**config.mk**
```make
export PLATFORM = sky130hd
export DESIGN_NAME = mctap_hub
export DESIGN_NICKNAME = d
export VERILOG_FILES = /design/src/rtl/mctap_pkg.sv /design/src/rtl/mctap_cfg.sv /design/src/rtl/mctap_chain.sv /design/src/rtl/mctap_misr.sv /design/src/rtl/mctap_judge.sv /design/src/rtl/mctap_hub.sv
export SDC_FILE = /design/constraint.sdc
export NUM_CORES = 1
export LEC_CHECK = 0
export BUFFER_PORTS_ARGS = -buffer_cell sky130_fd_sc_hd__buf_2
export CAP_MARGIN = 0
export CORE_AREA = 2 2 113 115
export DETAILED_ROUTE_END_ITERATION = 8
export DIE_AREA = 0 0 115 117
export PLACE_DENSITY = 0.69
export SYNTH_ARGS = -nofsm -noshare
export SYNTH_HDL_FRONTEND = slang
export SYNTH_HIERARCHICAL = 1
export SYNTH_SLANG_ARGS = --single-unit
```
**constraint.sdc**
```tcl
create_clock -name tck -period 3.6 [get_ports tck]
set_input_delay 0.9 -clock tck [delete_from_list [all_inputs] [get_ports tck]]
set_output_delay 0.9 -clock tck [all_outputs]
set_load 0.005 [all_outputs]
```
**src/rtl/mctap_pkg.sv**
```systemverilog
package mctap_pkg;

  typedef enum logic {
    MODE_SERIAL = 1'b0,
    MODE_CONC   = 1'b1
  } mctap_mode_e;

  localparam int unsigned SIG_W = 16;
  // x^16 + x^12 + x^5 + 1, top term implied
  localparam logic [SIG_W-1:0] SIG_POLY = 16'h1021;

  function automatic logic [SIG_W-1:0] sig_step(input logic [SIG_W-1:0] cur,
                                                input logic din);
    logic fb;
    fb = cur[SIG_W-1] ^ din;
    return {cur[SIG_W-2:0], 1'b0} ^ ({SIG_W{fb}} & SIG_POLY);
  endfunction

endpackage

```
**src/rtl/mctap_cfg.sv**
```systemverilog
module mctap_cfg
  import mctap_pkg::*;
#(
  parameter int unsigned N_CORES = 4,
  parameter int unsigned IDX_W   = 2
) (
  input  logic               clk,
  input  logic               rst_n,
  input  logic               tlr,
  input  logic               sel_cfg,
  input  logic               capture_dr,
  input  logic               shift_dr,
  input  logic               update_dr,
  input  logic               tdi,
  output logic               tdo_cfg,
  output mctap_mode_e        mode,
  output logic [N_CORES-1:0] en,
  output logic [IDX_W-1:0]   ref_idx
);

  localparam int unsigned CW = 1 + N_CORES + IDX_W;
  localparam logic [CW-1:0] CFG_RST = {{IDX_W{1'b0}}, {N_CORES{1'b1}}, 1'b0};

  logic [CW-1:0]    sh_q, sh_d;
  logic [CW-1:0]    cfg_q, cfg_d;
  logic [IDX_W-1:0] ref_fld;

  always_comb begin
    sh_d  = sh_q;
    cfg_d = cfg_q;
    if (tlr) begin
      cfg_d = CFG_RST;
    end else if (sel_cfg) begin
      if (capture_dr)      sh_d  = cfg_q;
      else if (shift_dr)   sh_d  = {tdi, sh_q[CW-1:1]};
      if (update_dr)       cfg_d = sh_q;
    end
  end

  always_ff @(posedge clk or negedge rst_n) begin
    if (!rst_n) begin
      sh_q  <= '0;
      cfg_q <= CFG_RST;
    end else begin
      sh_q  <= sh_d;
      cfg_q <= cfg_d;
    end
  end

  assign tdo_cfg = sh_q[0];
  assign mode    = mctap_mode_e'(cfg_q[0]);
  assign en      = cfg_q[N_CORES:1];
  assign ref_fld = cfg_q[CW-1:N_CORES+1];
  // an index past the last core falls back to core 0
  assign ref_idx = (int'(ref_fld) < int'(N_CORES)) ? ref_fld : '0;

  a_r2_cfg_hold: assert property (@(posedge clk) disable iff (!rst_n)
    !(sel_cfg && update_dr) && !tlr |=> $stable(cfg_q));

  a_r8_cfg_tlr: assert property (@(posedge clk) disable iff (!rst_n)
    tlr |=> (cfg_q == CFG_RST));

endmodule

```
**src/rtl/mctap_chain.sv**
```systemverilog
module mctap_chain
  import mctap_pkg::*;
#(
  parameter int unsigned N_CORES = 4,
  parameter int unsigned IDX_W   = 2
) (
  input  logic               clk,
  input  logic               rst_n,
  input  mctap_mode_e        mode,
  input  logic [N_CORES-1:0] en,
  input  logic [IDX_W-1:0]   ref_idx,
  input  logic               sel_cfg,
  input  logic               capture_dr,
  input  logic               shift_dr,
  input  logic               tdi,
  input  logic [N_CORES-1:0] core_tdo,
  output logic [N_CORES-1:0] core_tdi,
  output logic               tdo_data
);

  logic [N_CORES-1:0] link_in;
  logic [N_CORES-1:0] seg_out;
  logic [N_CORES-1:0] byp_q, byp_d;
  logic               carry;

  // serial link: each segment is the core path or its one-bit bypass
  always_comb begin
    carry = tdi;
    for (int i = 0; i < N_CORES; i++) begin
      link_in[i] = carry;
      seg_out[i] = en[i] ? core_tdo[i] : byp_q[i];
      carry      = seg_out[i];
    end
  end

  always_comb begin
    byp_d = byp_q;
    if (!sel_cfg) begin
      if (capture_dr)    byp_d = '0;
      else if (shift_dr) byp_d = link_in;
    end
  end

  always_ff @(posedge clk or negedge rst_n) begin
    if (!rst_n) byp_q <= '0;
    else        byp_q <= byp_d;
  end

  assign core_tdi = (mode == MODE_CONC) ? {N_CORES{tdi}} : link_in;
  assign tdo_data = (mode == MODE_CONC) ? core_tdo[ref_idx] : seg_out[N_CORES-1];

  a_r4_byp_capture_zero: assert property (@(posedge clk) disable iff (!rst_n)
    capture_dr && !sel_cfg |=> (byp_q == '0));

endmodule

```
**src/rtl/mctap_misr.sv**
```systemverilog
module mctap_misr
  import mctap_pkg::*;
(
  input  logic             clk,
  input  logic             rst_n,
  input  logic             seed,
  input  logic             step,
  input  logic             din,
  output logic [SIG_W-1:0] sig
);

  logic [SIG_W-1:0] sig_q, sig_d;

  always_comb begin
    sig_d = sig_q;
    if (seed)      sig_d = '0;
    else if (step) sig_d = sig_step(sig_q, din);
  end

  always_ff @(posedge clk or negedge rst_n) begin
    if (!rst_n) sig_q <= '0;
    else        sig_q <= sig_d;
  end

  assign sig = sig_q;

  a_r9_seed_zero: assert property (@(posedge clk) disable iff (!rst_n)
    seed |=> (sig_q == '0));

endmodule

```
**src/rtl/mctap_judge.sv**
```systemverilog
module mctap_judge
  import mctap_pkg::*;
#(
  parameter int unsigned N_CORES = 4,
  parameter int unsigned IDX_W   = 2
) (
  input  logic               clk,
  input  logic               rst_n,
  input  logic               tlr,
  input  mctap_mode_e        mode,
  input  logic [N_CORES-1:0] en,
  input  logic [IDX_W-1:0]   ref_idx,
  input  logic               sel_cfg,
  input  logic               capture_dr,
  input  logic               shift_dr,
  input  logic               update_dr,
  input  logic [N_CORES-1:0] core_tdo,
  output logic [N_CORES-1:0] fail
);

  logic               active;
  logic [SIG_W-1:0]   sig [N_CORES];
  logic [SIG_W-1:0]   ref_sig;
  logic [N_CORES-1:0] mismatch;
  logic [N_CORES-1:0] fail_q, fail_d;

  assign active = (mode == MODE_CONC) && !sel_cfg;

  for (genvar g = 0; g < N_CORES; g++) begin : g_lane
    mctap_misr u_misr (
      .clk  (clk),
      .rst_n(rst_n),
      .seed (active && capture_dr),
      .step (active && shift_dr && en[g]),
      .din  (core_tdo[g]),
      .sig  (sig[g])
    );

    a_r6_fail_sticky: assert property (@(posedge clk) disable iff (!rst_n)
      fail_q[g] && !tlr |=> fail_q[g]);

    a_r7_masked_never_fails: assert property (@(posedge clk) disable iff (!rst_n)
      !fail_q[g] && !en[g] |=> !fail_q[g]);
  end

  assign ref_sig = sig[ref_idx];

  always_comb begin
    for (int i = 0; i < N_CORES; i++) begin
      mismatch[i] = en[i] && (sig[i] != ref_sig);
    end
  end

  always_comb begin
    fail_d = fail_q;
    if (tlr)                    fail_d = '0;
    else if (active && update_dr) fail_d = fail_q | mismatch;
  end

  always_ff @(posedge clk or negedge rst_n) begin
    if (!rst_n) fail_q <= '0;
    else        fail_q <= fail_d;
  end

  assign fail = fail_q;

  a_r8_tlr_clears: assert property (@(posedge clk) disable iff (!rst_n)
    tlr |=> (fail_q == '0));

  a_r10_serial_no_compare: assert property (@(posedge clk) disable iff (!rst_n)
    (mode == MODE_SERIAL) && !tlr |=> $stable(fail_q));

endmodule

```
**src/rtl/mctap_hub.sv**
```systemverilog
module mctap_hub
  import mctap_pkg::*;
#(
  parameter int unsigned N_CORES = 4
) (
  input  logic               tck,
  input  logic               trst_n,
  input  logic               tlr,
  input  logic               sel_cfg,
  input  logic               capture_dr,
  input  logic               shift_dr,
  input  logic               update_dr,
  input  logic               tdi,
  output logic               tdo,
  output logic [N_CORES-1:0] core_tdi,
  output logic [N_CORES-1:0] core_shift,
  output logic [N_CORES-1:0] core_capture,
  input  logic [N_CORES-1:0] core_tdo,
  output logic [N_CORES-1:0] core_fail
);

  localparam int unsigned IDX_W = (N_CORES > 1) ? $clog2(N_CORES) : 1;

  logic [1:0]         rst_sync;
  logic               rst_n;
  mctap_mode_e        mode;
  logic [N_CORES-1:0] en;
  logic [IDX_W-1:0]   ref_idx;
  logic               tdo_cfg, tdo_data;

  // asynchronous assertion, synchronous release
  always_ff @(posedge tck or negedge trst_n) begin
    if (!trst_n) rst_sync <= 2'b00;
    else         rst_sync <= {rst_sync[0], 1'b1};
  end
  assign rst_n = rst_sync[1];

  mctap_cfg #(.N_CORES(N_CORES), .IDX_W(IDX_W)) u_cfg (
    .clk       (tck),
    .rst_n     (rst_n),
    .tlr       (tlr),
    .sel_cfg   (sel_cfg),
    .capture_dr(capture_dr),
    .shift_dr  (shift_dr),
    .update_dr (update_dr),
    .tdi       (tdi),
    .tdo_cfg   (tdo_cfg),
    .mode      (mode),
    .en        (en),
    .ref_idx   (ref_idx)
  );

  mctap_chain #(.N_CORES(N_CORES), .IDX_W(IDX_W)) u_chain (
    .clk       (tck),
    .rst_n     (rst_n),
    .mode      (mode),
    .en        (en),
    .ref_idx   (ref_idx),
    .sel_cfg   (sel_cfg),
    .capture_dr(capture_dr),
    .shift_dr  (shift_dr),
    .tdi       (tdi),
    .core_tdo  (core_tdo),
    .core_tdi  (core_tdi),
    .tdo_data  (tdo_data)
  );

  mctap_judge #(.N_CORES(N_CORES), .IDX_W(IDX_W)) u_judge (
    .clk       (tck),
    .rst_n     (rst_n),
    .tlr       (tlr),
    .mode      (mode),
    .en        (en),
    .ref_idx   (ref_idx),
    .sel_cfg   (sel_cfg),
    .capture_dr(capture_dr),
    .shift_dr  (shift_dr),
    .update_dr (update_dr),
    .core_tdo  (core_tdo),
    .fail      (core_fail)
  );

  assign core_shift   = {N_CORES{shift_dr   && !sel_cfg}} & en;
  assign core_capture = {N_CORES{capture_dr && !sel_cfg}} & en;
  assign tdo          = sel_cfg ? tdo_cfg : tdo_data;

  a_r7_strobes_masked: assert property (@(posedge tck) disable iff (!rst_n)
    ((core_shift | core_capture) & ~en) == '0);

endmodule

```
==> After elaboration in Yosys (flattened, before gate mapping) <==
Index checks and enable logic that the tools add are counted.
{ "op_classes": {"bitwise_logic": 14, "n_eq_ne": 4, "muxes": 29, "order_cmp": 2, "reduce_logical": 26} }
{ "ops": {"columns": ["op", "n"], "rows": [
  ["16-bit 2-to-1 mux", 10],
  ["16-bit != test", 4],
  ["16-bit by 13-bit XOR with 16-bit output", 4],
  ["7-bit 2-to-1 mux", 5],
  ["16-bit binary-select mux with 2-bit select", 1],
  ["4-bit 2-to-1 mux", 5],
  ["2-bit nonzero test", 8],
  ["1-bit logical AND", 14],
  ["4-bit bitwise AND", 2],
  ["1-bit 2-to-1 mux", 7],
  ["4-bit bitwise OR", 1],
  ["2-bit AND reduction", 2],
  ["1-bit XOR", 4],
  ["3-bit greater-or-equal comparator (second input constant)", 1],
  ["2-bit by 3-bit < comparator with 1-bit output (second input constant)", 1],
  ["2-bit NOT with 3-bit output", 1],
  ["3-bit AND reduction", 1],
  ["1-bit binary-select mux with 2-bit select", 1],
  ["1-bit NOT", 2],
  ["1-bit logical NOT", 1]
]} }
{ "word_totals": {"wordCells": 84, "reg_bits": 88, "inputBits": 12} }

==> Depth between registers and ports, before layout <==
Gate-level depths: netlist of run 1.
{ "logic_depth": {"word_depth": 9, "ltp_mapped": 8} }

==> By module <==
The synthesis of run 1 kept the hierarchy.
{ "by_module_without_submodules": {"columns": ["mod", "cells_each", "n_inst", "seq_area_each_um2", "area_per_inst_um2"], "rows": [
  ["mctap_misr", 58, 4, 400.4, 688.2],
  ["mctap_judge", 226, 1, 100.1, 1795.5],
  ["mctap_cfg", 55, 1, 355.3, 661.9],
  ["mctap_chain", 29, 1, 100.1, 274.0],
  ["mctap_hub", 12, 1, 50.0, 148.9]
]} }

==> Worst setup path before layout of run 1 <==
OpenSTA, ideal clock, no wires.
{ "synth_timing": {"kind": "input to output", "start": "input core_tdo[0]", "end": "output tdo", "arrival_ns": 1.690, "setup_slack_ns": 1.010, "cell_stages": 3, "path_buffers": 0, "path_cell_list": "mux2_4 > o311a_1 > mux2_4"} }
{ "synth_between": {"elab_chain_len": 4} }
{ "synth_rtl": {"columns": ["item", "line_no", "text"], "rows": [
  ["from (decl)", "mctap_hub.sv:18", "input logic [N_CORES-1:0] core_tdo,"],
  ["1-bit binary-select mux with 2-bit select", "mctap_chain.sv:50", "assign tdo_data = (mode == MODE_CONC) ? core_tdo[ref_idx] : seg_out[N_CORES-1];"],
  ["1-bit 2-to-1 mux (not written as such)", "mctap_chain.sv:50", null],
  ["1-bit 2-to-1 mux", "mctap_chain.sv:50", null],
  ["named net tdo_data", "mctap_hub.sv:29", "logic tdo_cfg, tdo_data;"],
  ["1-bit 2-to-1 mux", "mctap_hub.sv:85", "assign tdo = sel_cfg ? tdo_cfg : tdo_data;"],
  ["to (decl)", "mctap_hub.sv:14", "output logic tdo,"]
]} }
The timed path passes the listed nets, and every way through them passes these cells. The select of a mux whose other input is x is not followed.

==> Worst setup path after layout of run 1 <==
{ "layout_timing": {"start": "register u_cfg.cfg_q[6]", "end": "output tdo"} }
{ "layout_between": {"elab_chain_len": 4} }
{ "layout_rtl": {"columns": ["item", "line_no", "text"], "rows": [
  ["from (decl)", "mctap_cfg.sv:25", "logic [CW-1:0] cfg_q, cfg_d;"],
  ["from (signal assigned)", "mctap_cfg.sv:46", "cfg_q <= cfg_d;"],
  ["1-bit binary-select mux with 2-bit select", "mctap_chain.sv:50", null],
  ["1-bit 2-to-1 mux (not written as such)", "mctap_chain.sv:50", null],
  ["1-bit 2-to-1 mux", "mctap_chain.sv:50", null],
  ["named net tdo_data", "mctap_hub.sv:29", null],
  ["1-bit 2-to-1 mux", "mctap_hub.sv:85", null]
]} }
The timed path passes the listed nets, and every way through them passes these cells. The select of a mux whose other input is x is not followed.

==> results of run 1 <==
-- worst max-delay path, delay by kind of cell, from the launching register on --
| family | cells | cell delay (ns) |
|---|---|---|
| buffers and inverters | 1 | 0.13 |
| DFF | 1 | 0.66 |
| muxes | 2 | 0.61 |
| AOI/OAI and AO/OA | 1 | 0.29 |
-- cells by family (layout without fill, tap and decap cells) --
| kind of cell | after synthesis | count (layout) | synth area share (%) |
|---|---|---|---|
| multiplexers | 89 | 89 | 16.66 |
| other | 1 | 1 | 0.06657 |
| buffers and inverters | 36 | 63 | 3.731 |
| flip-flops | 88 | 88 | 39.18 |
| AO/OA/AOI/OAI | 46 | 46 | 6.020 |
| XOR/XNOR | 111 | 111 | 17.26 |
| AND/OR/NAND/NOR | 183 | 183 | 17.08 |
-- metrics by stage --
stage | total power, mW | instance area [um2] | util, % | setup WS (ns) | hold slack, ns
2_1_floorplan | 2.151 | 5633 | - | 0.9744 | 0.3312
3_3_place_gp | 2.471 | 5861 | 47.60 | 0.7438 | 0.3426
3_5_place_dp | 2.497 | 5861 | 47.60 | 0.7408 | 0.3365
4_1_cts | 3.375 | 6133 | 49.82 | 0.6480 | 0.3134
5_1_grt | 3.561 | 6133 | 49.82 | 0.5809 | 0.3192
6_report | 3.381 | 6133 | 49.82 | 0.6610 | 0.3207
-- routing by layer --
layer	track usage (%)	share of wire (%)	vias to the layer above
met4	9.719	2.3	0
met2	38.75	48	162
met3	2.575	4.7	31
li1	-	-	1987
met1	33.37	45	2144
met5	0	0	-
-- power by group --
group          internal [mW]  switching [mW]
logic                  0.510           0.546
registers               1.13           0.324
clock network          0.467           0.403
-- layout make-up --
cell class / count / area [um2] / share of cell area, %
multi-input cells: 430 / 3217 / 52.45
flip-flops and latches: 88 / 2211 / 36.05
clock buffers: 9 / 225.2 / 3.672
repair buffers: 37 / 207.7 / 3.386
well taps: 150 / 187.7 / 3.060
clock inverters: 7 / 47.55 / 0.7752
inverters: 10 / 37.54 / 0.6120
-- worst max-delay path by stage --
stage	endpoint	slack, ns	cells after the start
CTS	tdo	0.65	4
detailed placement	tdo	0.74	5
global placement	tdo	0.74	5
global route	tdo	0.58	4
floorplan	u_cfg/cfg_q[0]	0.97	0
finish	tdo	0.66	4
-- state kept, by name, indices dropped and copies added (netlist names) --
register / cells
u_judge/g_lane.u_misr/sig: 64
u_cfg/cfg_q: 7
u_cfg/sh_q: 7
u_chain/byp_q: 4
u_judge/fail: 4
rst_sync: 2
-- synth_stat cells, drive strengths merged, types with 11 or more instances --
| master | n |
|---|---|
| xor2 | 41 |
| nand3 | 29 |
| nand4 | 13 |
| mux2 | 16 |
| nand2 | 22 |
| xnor2 | 70 |
| dfrtp | 84 |
| mux2i | 73 |
| nor2 | 69 |
| clkbuf | 11 |
| buf | 15 |
==> results.toml, run 1 <==
[worst_setup_path]
crit_start = "u_cfg/cfg_q[6]"
end_kind = "primary output"
cpMaxStageDelayCell = "dfrtp_1"
r2r-start = "u_cfg/cfg_q[5]"
reg2reg_to = "u_judge/fail[2]"
ff2ff_setup_slack_ns = 1.23
critical_path_class = "flop to primary output"
crit_fanout = 14
cp.required_ns = 2.70
cpMostUsedCell = "mux2_4"
crit_path_cell_trace = "mux2_4, o311a_1, mux2_4, buf_2"
slowest_delay_ns = 0.66
reg2regPathDepth = 7
cp.arrival_ns = 2.04
start_kind = "flop"

[min_path]
hp-class = "input port to asynchronous set/reset pin"

[cells_and_area]
final_cells = 731
layout_common_cells = "dfrtp_1, mux2i_1, xnor2_1"
diodes = 0
nets = 588
area_delta_synth_final_pct = 8.885
fillers = 1134
layout_commonest_cell = "dfrtp_1"
drive_above_1_share_pct = 14.29

[yosys]
synth_warnings = 6
ys_seq_area_share_pct = 39.18
netlist_instances = 554
ys_types = 53
async_reset_ff_share_pct = 100.0
synth_seq_cells = 88
yosys_most_used_dff = "dfrtp_1"
synth_edf_count = 0
avgSynthCellArea_um2 = 10.17
syn_nets = 566
synth_top_cell_area_share_pct = 37.32
synth_top_area_cell = "dfrtp_1"
synthesis.area_mm2 = 0.005633
synth_area_leaders = "dfrtp_1, mux2i_1, xnor2_1"

[run]
maxCapViolCount = 0

[sta]
hold_violations = 0
slew-limit-headroom_pct = 40.01
fmax_mhz = 340.3
final-setup-viol-count = 0
clock_skew_ns = 0.004436
fin_setup_tns_ns = 0
period_share_pct = 81.64
min_period_ns = 2.939
worstMarginPinSlew_ns = 0.8999
grt_setup_unrepaired = "no"
final_max_slew_viol_count = 0

[global_route]
grt_first_pass_wirelength_um = 24440
grt_max_degree = 70
grt_util_all_layers_pct = 24.02
gr-total-overflow = 0
antenna_found_initial = 0
grt_pass1_vias = 4368

[placed_design]
dp_hpwl_um = 10600
placedCellCount = 715
place.gp.congestion = 0.9287
place.port_buffers = 28

[die]
io_pins = 29
die_y_um = 117
initial_core_util_pct = 45.75
rows = 41
die_area_mm2 = 0.01346
fp.dieW_um = 115
core_mm2 = 0.01231

[power]
p_leak_nw = 2.693
vdd_drop_max_uv = 252.7
p_per_area_mw_per_mm2 = 551.3

[outcome]
status = "completed"

[cts]
numClockSinks = 88
clock_latency_ns = 0.35
cts_resized = 0
cts_buffers = 9
cts_tree = "done"
cts-root-buf = "clkbuf_16"
htreeDepth = 3
clk_pin_slew_ns = 0.06
cts_max_path_buffers = 2
cts_hold_buf = 0
postCtsSetupBuffers = 0

[route]
wl_per_cell_um = 20.27
num_vias = 4324
drt_pre_antenna_iters = 5
drtIter0Drc = 380
drc = 0
wl_um = 14810
ant_nets = 0
avgViaCountPerCell = 5.915
Power figures use the tool's default switching activity.
==> run 2, diff against run 1 <==
PLACE_DENSITY = 0.71   (was 0.69)
clock period = 2.7 ns   (was 3.6 ns; I/O delays follow)
==> results.toml, run 2 (synthesized netlist as in run 1, its figures left out) <==
[placed_design]
place.gp.congestion = 0.9958
dp_hpwl_um = 10690
place.port_buffers = 28

[cells_and_area]
layout_commonest_cell = "dfrtp_1"
diodes = 0
drive_above_1_share_pct = 15.68
area_delta_synth_final_pct = 11.44
fillers = 1102
layout_common_cells = "dfrtp_1, mux2i_1, xnor2_1"
largest_register_ffs = 64
nets = 600

[sta]
slew-limit-headroom_pct = 52.59
fmax_mhz = 407.8
final_max_slew_viol_count = 0
clock_skew_ns = 0.008458
hold_violations = 0
period_share_pct = 90.82
worstMarginPinSlew_ns = 0.7047
fin_setup_tns_ns = 0
final-setup-viol-count = 0
min_period_ns = 2.452
grt_setup_unrepaired = "no"

[global_route]
grt_max_degree = 50
grt_first_pass_wirelength_um = 23830
antenna_found_initial = 0
grt_util_all_layers_pct = 23.33
grt_pass1_vias = 4353
gr-total-overflow = 0

[cts]
numClockSinks = 88
cts_resized = 0
cts-root-buf = "clkbuf_16"
htreeDepth = 3
cts_hold_buf = 0
clk_pin_slew_ns = 0.06
cts_tree = "done"
cts_buffers = 9
postCtsSetupBuffers = 0
clock_latency_ns = 0.35
cts_max_path_buffers = 2

[worst_setup_path]
cp.required_ns = 2.03
start_kind = "flop"
end_kind = "primary output"
crit_fanout = 12
crit_start = "u_cfg/cfg_q[5]"
r2r-start = "u_cfg/cfg_q[5]"
critical_path_class = "flop to primary output"
cp.arrival_ns = 1.78

[die]
core_mm2 = 0.01231
io_pins = 29
rows = 41
fp.dieW_um = 115
die_area_mm2 = 0.01346
initial_core_util_pct = 45.75
die_y_um = 117

[power]
p_per_area_mw_per_mm2 = 741.7
clkPwrFrac_pct = 28.7
pwr-share-comb_pct = 29.5
p_sw_share_pct = 35.38
switching_power_mw = 1.647
p_int_mw = 3.008
seq_power_share_pct = 41.9
fin_total_pwr_mw = 4.656
vdd_drop_max_uv = 343.2
p_leak_nw = 2.780

[route]
num_vias = 4364
ant_nets = 0
wl_per_cell_um = 19.95
drtIter0Drc = 306
drc = 0
drt_pre_antenna_iters = 5
avgViaCountPerCell = 5.873
wl_um = 14830

[run]
maxCapViolCount = 0

[min_path]
hp-class = "input port to asynchronous set/reset pin"

[outcome]
status = "completed"
-- run 2: cell types whose count changed in the layout (fill, tap and decap cells not counted), sizes merged --
| cell | previous run | this run |
|---|---|---|
| clkbuf | 9 | 11 |
| buf | 37 | 49 |
| bufinv | 0 | 2 |
| clkinvlp | 2 | 1 |
| inv | 11 | 10 |
| clkinv | 4 | 2 |
-- run 2: power groups by stage --
| stage | Clock [mW] | Combinational (mW) | Sequential, mW |
|---|---|---|---|
| floorplan | 0 | 1.06 | 1.81 |
| global placement | 0 | 1.33 | 1.95 |
| detailed placement | 0 | 1.34 | 1.95 |
| CTS | 1.35 | 1.35 | 1.94 |
| global route | 1.40 | 1.50 | 1.97 |
| finish | 1.34 | 1.37 | 1.95 |
-- run 2: path summary, 6_finish.rpt --
kind,end,slack (ns),depth (start not counted)
hold / removal,rst_sync[1],0.1,1
setup / recovery,tdo,0.25,4
hold reg to reg,u_judge/g_lane[0].u_misr/sig[9],0.30,0
setup reg to reg,u_judge/fail[0],0.53,6
max in group asynchronous,u_cfg/cfg_q[3],1.71,1
min in group tck,rst_sync[1],0.35,0
-- run 2: cell type report --
cell class	instances	area, um2	area share [%]
Clock inverter	5	81.33	1.296
Inverter	10	37.54	0.5980
Sequential cell	88	2211	35.22
Clock buffer	11	232.7	3.707
Multi-Input combinational cell	430	3217	51.25
Timing Repair Buffer	49	310.3	4.943
Tap cell	150	187.7	2.990
-- run 2: worst max-delay path, cell delays in order (launching register included) --
cell,delay (ns)
dfrtp_1,0.72
nand3_1,0.16
o311a_1,0.16
mux2_4,0.27
buf_2,0.12
-- run 2: layer usage --
layer	global-route usage, %	wire (um)	vias up
li1	-	-	2016
met1	30.86	6515	2138
met2	37.69	6994	174
met3	4.995	925	36
met4	9.157	391	0
met5	0	0	-
-- run 2: metrics by stage --
stage	setup slack (ns)	hold WS, ns	cells	cell area (um2)	util [%]
2_1_floorplan	0.07443	0.3312	554	5633	-
3_3_place_gp	0.3003	0.3060	727	5963	48.44
3_5_place_dp	0.2911	0.3238	727	5963	48.44
4_1_cts	0.2529	0.09049	743	6277	50.99
5_1_grt	0.1896	0.08960	743	6277	50.99
6_report	0.2478	0.09713	743	6277	50.99
==> run 3, diff against run 2 <==
--- a/config.mk
+++ b/config.mk
@@ -8,7 +8,7 @@
 export BUFFER_PORTS_ARGS = -buffer_cell sky130_fd_sc_hd__buf_2
 export CAP_MARGIN = 0
-export CORE_AREA = 2 2 113 115
+export CORE_AREA = 4 4 115 117
 export DETAILED_ROUTE_END_ITERATION = 8
-export DIE_AREA = 0 0 115 117
+export DIE_AREA = 0 0 119 121
 export PLACE_DENSITY = 0.71
 export SYNTH_ARGS = -nofsm -noshare
==> constraint.sdc (replaced) <==
create_clock -name tck -period 2.7 [get_ports tck]
set_input_delay 0.135 -clock tck [delete_from_list [all_inputs] [get_ports tck]]
set_output_delay 0.135 -clock tck [all_outputs]
set_load 0.005 [all_outputs]
==> results.toml, run 3 (synthesized netlist as in run 1, its figures left out) <==
[outcome]
status = "completed"

[worst_setup_path]
crit_fanout = 13
cp.arrival_ns = 2.46
r2r-start = "u_cfg/cfg_q[5]"
cp.required_ns = 2.92
cpMostUsedCell = "buf_4"
start_kind = "flop"
cpMaxStageDelayCell = "dfrtp_1"
crit_path_cell_trace = "buf_4, buf_4, mux2i_1, xor2_1, o211ai_1, o31ai_1, a31oi_1"
end_kind = "flop"
critical_path_class = "flop to flop"
slowest_delay_ns = 0.73
crit_start = "u_cfg/cfg_q[5]"

[cts]
cts_tree = "done"
numClockSinks = 88
cts_buffers = 9
clk_pin_slew_ns = 0.07
cts_resized = 0
postCtsSetupBuffers = 0
cts_max_path_buffers = 2
htreeDepth = 3
cts_hold_buf = 1
cts-root-buf = "clkbuf_16"
clock_latency_ns = 0.35

[run]
maxCapViolCount = 0

[sta]
min_period_ns = 2.242
final-setup-viol-count = 0
holdWs_ns = 0.09647
setup_slack_ns = 0.4576
worstMarginPinSlew_ns = 0.7290
fmax_mhz = 446.0
slew-limit-headroom_pct = 50.95
period_share_pct = 83.05
final_max_slew_viol_count = 0
grt_setup_unrepaired = "no"
clock_skew_ns = 0.007461
hold_violations = 0
fin_setup_tns_ns = 0

[die]
die_area_mm2 = 0.01440
fp.dieW_um = 119
rows = 41
die_y_um = 121
initial_core_util_pct = 45.56
io_pins = 29
core_mm2 = 0.01236

[global_route]
antenna_found_initial = 0
grt_max_degree = 48
grt_util_all_layers_pct = 22.32
gr-total-overflow = 0
grt_pass1_vias = 4386
grt_first_pass_wirelength_um = 25110

[route]
avgViaCountPerCell = 5.726
drtIter0Drc = 368
ant_nets = 0
wl_per_cell_um = 20.10
num_vias = 4346
drc = 0
drt_pre_antenna_iters = 5
wl_um = 15260

[cells_and_area]
nets = 594
area_delta_synth_final_pct = 10.57
regArea_mm2 = 0.002211
utilization_pct = 50.38
layout_common_cells = "dfrtp_1, mux2i_1, xnor2_1"
layout_commonest_cell = "dfrtp_1"
fillers = 1153
final_cell_area_mm2 = 0.006228
largest_register_ffs = 64
multi_input_area_mm2 = 0.003217
diodes = 0
drive_above_1_share_pct = 14.99

[min_path]
hp-class = "input port to asynchronous set/reset pin"

[power]
p_per_area_mw_per_mm2 = 728.9
vdd_drop_max_uv = 396.4
p_leak_nw = 2.719

[placed_design]
place.port_buffers = 28
place.gp.congestion = 0.9691
dp_hpwl_um = 11120
placed_area_mm2 = 0.005938
place_ws_ns = 0.4835
## run 3: changes by cell type in the layout (fill, tap and decap cells not counted)
| cell | change |
|---|---|
| clkinv_2 | -1 |
| clkinvlp_4 | +4 |
| buf_4 | -7 |
| dlygate4sd3_1 | +1 |
| inv_6 | +2 |
| clkbuf_1 | -2 |
| bufinv_16 | -2 |
| clkinv_4 | -1 |
## run 3: final cells by class
class | count | share of cell area (%)
Multi-Input combinational cell | 430 | 51.65
Inverter | 10 | 0.6027
Timing Repair Buffer | 43 | 4.299
Clock inverter | 7 | 0.8839
Clock buffer | 9 | 3.616
Sequential cell | 88 | 35.50
Tap cell | 172 | 3.455
## run 3: per-stage QoR
step	total power, mW	instances
3_5_place_dp	3.337	742
5_1_grt	4.802	759
2_1_floorplan	2.868	554
6_report	4.540	759
3_3_place_gp	3.337	742
4_1_cts	4.536	759
## run 3: report_power, final
group	total, mW	internal, mW	leakage, nW	switching (mW)
logic	1.39	0.684	1.43	0.710
clock network	1.18	0.630	0.121	0.555
registers	1.96	1.51	1.17	0.453
total	4.54	2.82	2.72	1.72
## run 3: worst paths after layout
path | depth (start not counted) | slack [ns] | end
setup / recovery | 7 | 0.46 | u_judge/fail[0]
hold / removal | 2 | 0.1 | rst_sync[1]
setup reg to reg | 7 | 0.46 | u_judge/fail[0]
hold reg to reg | 0 | 0.32 | u_judge/g_lane[3].u_misr/sig[9]
max in group asynchronous | 1 | 1.68 | u_cfg/cfg_q[4]
min in group tck | 3 | 0.10 | u_chain/byp_q[0]
## run 3: critical path, delay by kind of cell, from the launching register on
kind	cells	cell delay, ns
AO/OA/AOI/OAI	3	0.48
XOR/XNOR	1	0.16
buffers and inverters	2	0.51
flip-flops	1	0.73
multiplexers	1	0.24
## run 3: metal layers
layer	vias up	global-route usage, %	routed length, um
li1	2001	-	-
met1	2155	31.77	6931
met2	162	34.65	7045
met3	28	3.823	920
met4	0	7.241	362
met5	-	0	0
